## src/rtl/div_pkg.sv

```systemverilog
package div_pkg;
  localparam int OP_REM  = 0;
  localparam int OP_UNS  = 1;
  localparam int OP_WORD = 2;

  typedef enum logic [1:0] {
    ST_IDLE = 2'd0,
    ST_BUSY = 2'd1,
    ST_FIN  = 2'd2
  } div_state_e;
endpackage

```

## src/rtl/div_prep.sv

```systemverilog
module div_prep import div_pkg::*; #(
  parameter int W = 64
) (
  input  logic [2:0]   op_i,
  input  logic [W-1:0] a_i,
  input  logic [W-1:0] b_i,
  output logic [W-1:0] dvd_o,
  output logic [W-1:0] dvs_o,
  output logic         neg_q_o,
  output logic         neg_r_o,
  output logic         special_o,
  output logic [W-1:0] spec_res_o
);
  localparam int HW = W / 2;

  logic [W-1:0] a_x, b_x, mag_a, min_x;
  logic         sa, sb, b_zero, ovf;

  // operand conditioning for word forms
  always_comb begin
    if (op_i[OP_WORD]) begin
      a_x = op_i[OP_UNS] ? {{HW{1'b0}}, a_i[HW-1:0]} : {{HW{a_i[HW-1]}}, a_i[HW-1:0]};
      b_x = op_i[OP_UNS] ? {{HW{1'b0}}, b_i[HW-1:0]} : {{HW{b_i[HW-1]}}, b_i[HW-1:0]};
      min_x = {{(HW+1){1'b1}}, {(HW-1){1'b0}}};
    end else begin
      a_x = a_i;
      b_x = b_i;
      min_x = {1'b1, {(W-1){1'b0}}};
    end
  end

  assign sa     = ~op_i[OP_UNS] & a_x[W-1];
  assign sb     = ~op_i[OP_UNS] & b_x[W-1];
  assign mag_a  = sa ? -a_x : a_x;
  assign dvs_o  = sb ? -b_x : b_x;
  // word forms preload the magnitude in the upper half so HW steps suffice
  assign dvd_o  = op_i[OP_WORD] ? (mag_a << HW) : mag_a;
  assign neg_q_o = sa ^ sb;
  assign neg_r_o = sa;

  assign b_zero    = (b_x == '0);
  assign ovf       = ~op_i[OP_UNS] & (a_x == min_x) & (b_x == '1);
  assign special_o = b_zero | ovf;

  always_comb begin
    if (b_zero)      spec_res_o = op_i[OP_REM] ? a_x : '1;
    else             spec_res_o = op_i[OP_REM] ? '0  : a_x;
  end
endmodule

```

## src/rtl/div_iter.sv

```systemverilog
module div_iter #(
  parameter int W = 64
) (
  input  logic         clk_i,
  input  logic         rst_ni,
  input  logic         load_i,
  input  logic         step_i,
  input  logic [W-1:0] dvd_i,
  input  logic [W-1:0] dvs_i,
  output logic [W-1:0] quo_o,
  output logic [W-1:0] rem_o
);
  logic [W-1:0] q_q, d_q;
  logic [W:0]   r_q, shifted;
  logic [W+1:0] diff;

  assign shifted = {r_q[W-1:0], q_q[W-1]};
  assign diff    = {1'b0, shifted} - {2'b00, d_q};

  always_ff @(posedge clk_i or negedge rst_ni) begin
    if (!rst_ni) begin
      q_q <= '0;
      r_q <= '0;
      d_q <= '0;
    end else if (load_i) begin
      q_q <= dvd_i;
      r_q <= '0;
      d_q <= dvs_i;
    end else if (step_i) begin
      if (!diff[W+1]) begin
        r_q <= diff[W:0];
        q_q <= {q_q[W-2:0], 1'b1};
      end else begin
        r_q <= shifted;
        q_q <= {q_q[W-2:0], 1'b0};
      end
    end
  end

  assign quo_o = q_q;
  assign rem_o = r_q[W-1:0];

  AST_REM_BOUND: assert property (@(posedge clk_i) disable iff (!rst_ni)
    $past(step_i) && !$past(load_i) |-> r_q < {1'b0, d_q});
endmodule

```

## src/rtl/int_div_unit.sv

```systemverilog
module int_div_unit import div_pkg::*; #(
  parameter int W = 64
) (
  input  logic         clk_i,
  input  logic         rst_ni,
  input  logic         in_valid_i,
  output logic         in_ready_o,
  input  logic [2:0]   op_i,
  input  logic [W-1:0] opa_i,
  input  logic [W-1:0] opb_i,
  output logic         out_valid_o,
  output logic [W-1:0] out_data_o
);
  localparam int HW = W / 2;
  localparam int CW = $clog2(W + 1);

  div_state_e   state_q;
  logic [CW-1:0] cnt_q;
  logic [2:0]   op_q;
  logic         neg_q_q, neg_r_q;
  logic         fire, special, neg_q, neg_r, load, step;
  logic [W-1:0] dvd, dvs, spec_res, quo, rem, res_raw, res_sgn;

  assign in_ready_o = (state_q == ST_IDLE);
  assign fire = in_valid_i & in_ready_o;
  assign load = fire & ~special;
  assign step = (state_q == ST_BUSY);

  div_prep #(.W(W)) u_prep (
    .op_i(op_i), .a_i(opa_i), .b_i(opb_i),
    .dvd_o(dvd), .dvs_o(dvs), .neg_q_o(neg_q), .neg_r_o(neg_r),
    .special_o(special), .spec_res_o(spec_res)
  );

  div_iter #(.W(W)) u_iter (
    .clk_i(clk_i), .rst_ni(rst_ni), .load_i(load), .step_i(step),
    .dvd_i(dvd), .dvs_i(dvs), .quo_o(quo), .rem_o(rem)
  );

  function automatic logic [W-1:0] fit(input logic word, input logic [W-1:0] x);
    return word ? {{HW{x[HW-1]}}, x[HW-1:0]} : x;
  endfunction

  assign res_raw = op_q[OP_REM] ? rem : quo;
  assign res_sgn = (op_q[OP_REM] ? neg_r_q : neg_q_q) ? -res_raw : res_raw;

  always_ff @(posedge clk_i or negedge rst_ni) begin
    if (!rst_ni) begin
      state_q     <= ST_IDLE;
      cnt_q       <= '0;
      op_q        <= '0;
      neg_q_q     <= 1'b0;
      neg_r_q     <= 1'b0;
      out_valid_o <= 1'b0;
      out_data_o  <= '0;
    end else begin
      out_valid_o <= 1'b0;
      unique case (state_q)
        ST_IDLE: if (fire) begin
          op_q    <= op_i;
          neg_q_q <= neg_q;
          neg_r_q <= neg_r;
          if (special) begin
            out_valid_o <= 1'b1;
            out_data_o  <= fit(op_i[OP_WORD], spec_res);
          end else begin
            cnt_q   <= op_i[OP_WORD] ? CW'(HW) : CW'(W);
            state_q <= ST_BUSY;
          end
        end
        ST_BUSY: begin
          cnt_q <= cnt_q - 1'b1;
          if (cnt_q == CW'(1)) state_q <= ST_FIN;
        end
        ST_FIN: begin
          out_valid_o <= 1'b1;
          out_data_o  <= fit(op_q[OP_WORD], res_sgn);
          state_q     <= ST_IDLE;
        end
        default: state_q <= ST_IDLE;
      endcase
    end
  end

  AST_DIV0_ONES: assert property (@(posedge clk_i) disable iff (!rst_ni)
    fire && !op_i[OP_REM] && (op_i[OP_WORD] ? opb_i[HW-1:0] == '0 : opb_i == '0)
    |=> out_valid_o && out_data_o == '1);
  AST_REM0_DVD: assert property (@(posedge clk_i) disable iff (!rst_ni)
    fire && op_i[OP_REM] && !op_i[OP_WORD] && opb_i == '0
    |=> out_data_o == $past(opa_i));
  AST_SPECIAL_FAST: assert property (@(posedge clk_i) disable iff (!rst_ni)
    fire && special |=> out_valid_o);
  AST_BUSY_NOT_READY: assert property (@(posedge clk_i) disable iff (!rst_ni)
    fire && !special |=> !in_ready_o && !out_valid_o);
  AST_WORD_SEXT: assert property (@(posedge clk_i) disable iff (!rst_ni)
    out_valid_o && op_q[OP_WORD] |-> out_data_o[W-1:HW] == {HW{out_data_o[HW-1]}});
  AST_VALID_PULSE: assert property (@(posedge clk_i) disable iff (!rst_ni)
    out_valid_o |=> !out_valid_o);
endmodule

```

## config.mk

```make
export PLATFORM = sky130hd
export DESIGN_NAME = int_div_unit
export DESIGN_NICKNAME = d
export VERILOG_FILES = /design/src/rtl/div_pkg.sv /design/src/rtl/div_prep.sv /design/src/rtl/div_iter.sv /design/src/rtl/int_div_unit.sv
export SDC_FILE = /design/constraint.sdc
export NUM_CORES = 1
export LEC_CHECK = 0
export BUFFER_PORTS_ARGS = -buffer_cell sky130_fd_sc_hd__buf_4
export CAP_MARGIN = 10
export CORE_ASPECT_RATIO = 1.75
export CORE_MARGIN = 5
export CORE_UTILIZATION = 66
export DETAILED_ROUTE_END_ITERATION = 10
export PLACE_DENSITY_LB_ADDON = 0.2
export SYNTH_ARGS = -nofsm -noshare
export SYNTH_HDL_FRONTEND = slang
export SYNTH_SLANG_ARGS = --single-unit
```

## constraint.sdc

```tcl
create_clock -name clk_i -period 8.7 [get_ports clk_i]
set_input_delay 1.74 -clock clk_i [delete_from_list [all_inputs] [get_ports clk_i]]
set_output_delay 1.74 -clock clk_i [all_outputs]
set_load 0.03 [all_outputs]
```

==> out/results.ini <==
[routing]
drtAntennaViolNets = 0
avgViaCountPerCell = 6.85
wire_per_inst_um = 23.3
vias = 22854
drt_iter0_drc = 2646
wirelength_mm = 77.7
first_pass_iters = 8
drcViolationCount = 0

[critical_path]
max_stage_delay_ps = 710
worst_setup_path_end_kind = flip-flop
cp_slowest_cell = buf_4
cp_max_fo = 80
worstPathRequired_ps = 9190
crit_arrival_ps = 6100
path_delay_family = compound AO/OA/AOI/OAI gates
cp_common_cell = buf_4
crit_type = primary input to flip-flop
startpoint_type = primary input
path_buf_inv = 3
crit_chain = buf_4 > buf_4 > nand2_1 > a2111oi_0 > nand4_1 > o31a_1 > nand3_2 > buf_4 > nor2_1 > a22oi_1 > nand2_1

[synth]
synth-seq-cells = 270
yosysSeqAreaShare_pct = 30.9
synth_nets = 3038
synth_top_area_cell = dfrtp_1
ys.flop_type = dfrtp_1
ys_async_sr_fraction_pct = 100
syn_inst = 2833
yosysWarningCount = 0
syn_area_um2 = 21900
synth_edf_count = 0
synth_cell_type_count = 73
synth.top_cells.by_area = dfrtp_1 31%, a21oi_1 5.7%, nand2_1 5.5%, o21ai_0 5.3%, mux2i_1 5.0%
synth.top_cell.area_share_pct = 30.9
avgSynthCellArea_um2 = 7.73

[layout]
syn2layout_area_growth_pct = 11.6
final_cell_mix = 318 x nand2_1, 278 x nor2_1, 269 x dfrtp_1
final_cells = 3336
final_nets = 3115
final_common_cell = nand2_1
stdcell_area_um2 = 24400
drive_gt1_share_pct = 10.8

[place]
dp.final_hpwl_mm = 58.0
post_dp_cell_area_um2 = 23500
dp.cells = 3287
place_congestion = 1.05
io_buffer_count = 199

[clock_network]
numClockSinks = 270
clockRootBuffer = clkbuf_16
clockBufferDepth = 3
numCtsBuffers = 26
cts_tree = yes
cts_resized = 0
post_cts_buffers = 0
hold_buffers = 0
htree_num_levels = 1
clkTransAtPathRegs_ps = 70
insertion_delay_ps = 610

[sta]
grt_setup_unrepaired = false
period_needed_ps = 5610
tightest_slew_ps = 1220
slew_headroom_pct = 18.7
fin_tns_setup_ps = 0
final_hold_viol_count = 0
fmax_mhz = 178
clock_skew_ps = 40.3
final-setup-viol-count = 0
fin_crit_sh_pct = 64.4
slew_viol_final = 0
worst_hold_slack_ps = 482

[floorplanning]
start_util_pct = 66.5
die_area_um2 = 37100
io_pins = 200
die_w_um = 148
die_h_um = 251
rows = 88
core-area_um2 = 32900

[power]
ir_worst_vdd_v = 0.000247
power.total_w = 0.0104
cellPowerDensity_nw_per_um2 = 424
p_leak_nw = 10.5

[grt]
grt_pass1_wl_mm = 121
grt_max_degree = 98
antenna_found_initial = 2
grt-ovfl-total = 0
grt_pass1_vias = 22316
grtUsageTotal_pct = 40.6

[status]
outcome = completed

[job]
timing.max_cap.violations = 0

[hold_path]
hold_class = flip-flop to flip-flop

-- cells in the mapped netlist, drive strengths merged, types with 37 or more instances --
library cell  count
nor3             88
inv             108
o211ai           37
xnor2           115
a21o             58
clkbuf          162
a21oi           248
o21ai           318
nand2           318
a31oi            47
nand4            39
nor2            280
dfrtp           270
mux2i           110
ha               70
nand3            45
xor2            108
-- power breakdown --
group	internal, W	switching (W)	leakage (nW)
sequential	0.00182	0.000677	3.27
combinational	0.00265	0.00399	6.84
clock	0.000675	0.000555	0.439
-- layout make-up --
cell class | count | area, um2
Timing Repair Buffer | 230 | 1730
Clock buffer | 30 | 696
Multi-Input combinational cell | 2274 | 14100
Clock inverter | 18 | 223
Antenna cell | 1 | 2.50
Inverter | 108 | 405
Tap cell | 405 | 507
Sequential cell | 270 | 6760
Fill cell | 2535 | 8490
-- metrics by stage --
step / utilization [%] / worst slack, ps
after floorplan: - / 3410
after global placement: 71.4 / 2710
after detailed placement: 71.4 / 2630
after CTS: 74.2 / 3250
after global routing: 74.2 / 2940
final: 74.2 / 3090
-- worst reg2reg max path, stage by stage, from the launching register on --
cell	delay, ps
dfrtp_4	1050
mux2i_1	530
o221ai_1	310
nor4_1	650
nor4bb_1	920
nand4b_1	330
nor2_1	560
a41oi_1	260
xor2_1	210
o21ai_0	250
nand2_1	80
a21oi_1	140
-- sequential cells by signal (all words and copies together), names as in the netlist --
name,count
neg_r_q,1
state_q,2
cnt_q,7
out_valid_o,1
u_iter.quo_o,64
neg_q_q,1
out_data_o,64
op_q,2
u_iter.r_q,64
u_iter.d_q,64
-- worst paths after layout --
check | startpoint | to | slack, ps | depth (start not counted)
worst max-delay path | op_i[2] | u_iter.quo_o[28] | 3090 | 11
worst min-delay path | u_iter.d_q[58] | u_iter.d_q[58] | 480 | 2
worst max register to register | op_q[0] | out_data_o[57] | 3300 | 11
worst min register to register | u_iter.d_q[58] | u_iter.d_q[58] | 480 | 2
max in group asynchronous | rst_ni | op_q[0] | 6100 | 2
min in group asynchronous | rst_ni | u_iter.quo_o[10] | 1130 | 1
-- cells by family (layout without fill, tap and decap cells) --
kind of cell / after synthesis / after routing / share of synthesized area [%]
AO/OA/AOI/OAI: 939 / 939 / 26.3
AND/OR/NAND/NOR: 921 / 921 / 19.2
buffers and inverters: 289 / 386 / 5.01
flip-flops: 270 / 270 / 30.9
XOR/XNOR: 223 / 223 / 8.92
multiplexers: 119 / 119 / 5.49
adder cells (fa/ha/maj): 72 / 72 / 4.14
other: 0 / 1 / 0
-- routing by layer --
| metal | GRT usage (%) | part of all wire, % | vias to the layer above |
|---|---|---|---|
| met3 | 6.02 | 8.9 | 361 |
| met2 | 67.6 | 47 | 1432 |
| met1 | 48.0 | 36 | 10679 |
| li1 | - | - | 10382 |
| met5 | 0 | 0 | - |
| met4 | 28.0 | 8.4 | 0 |
Power figures use the tool's default switching activity.
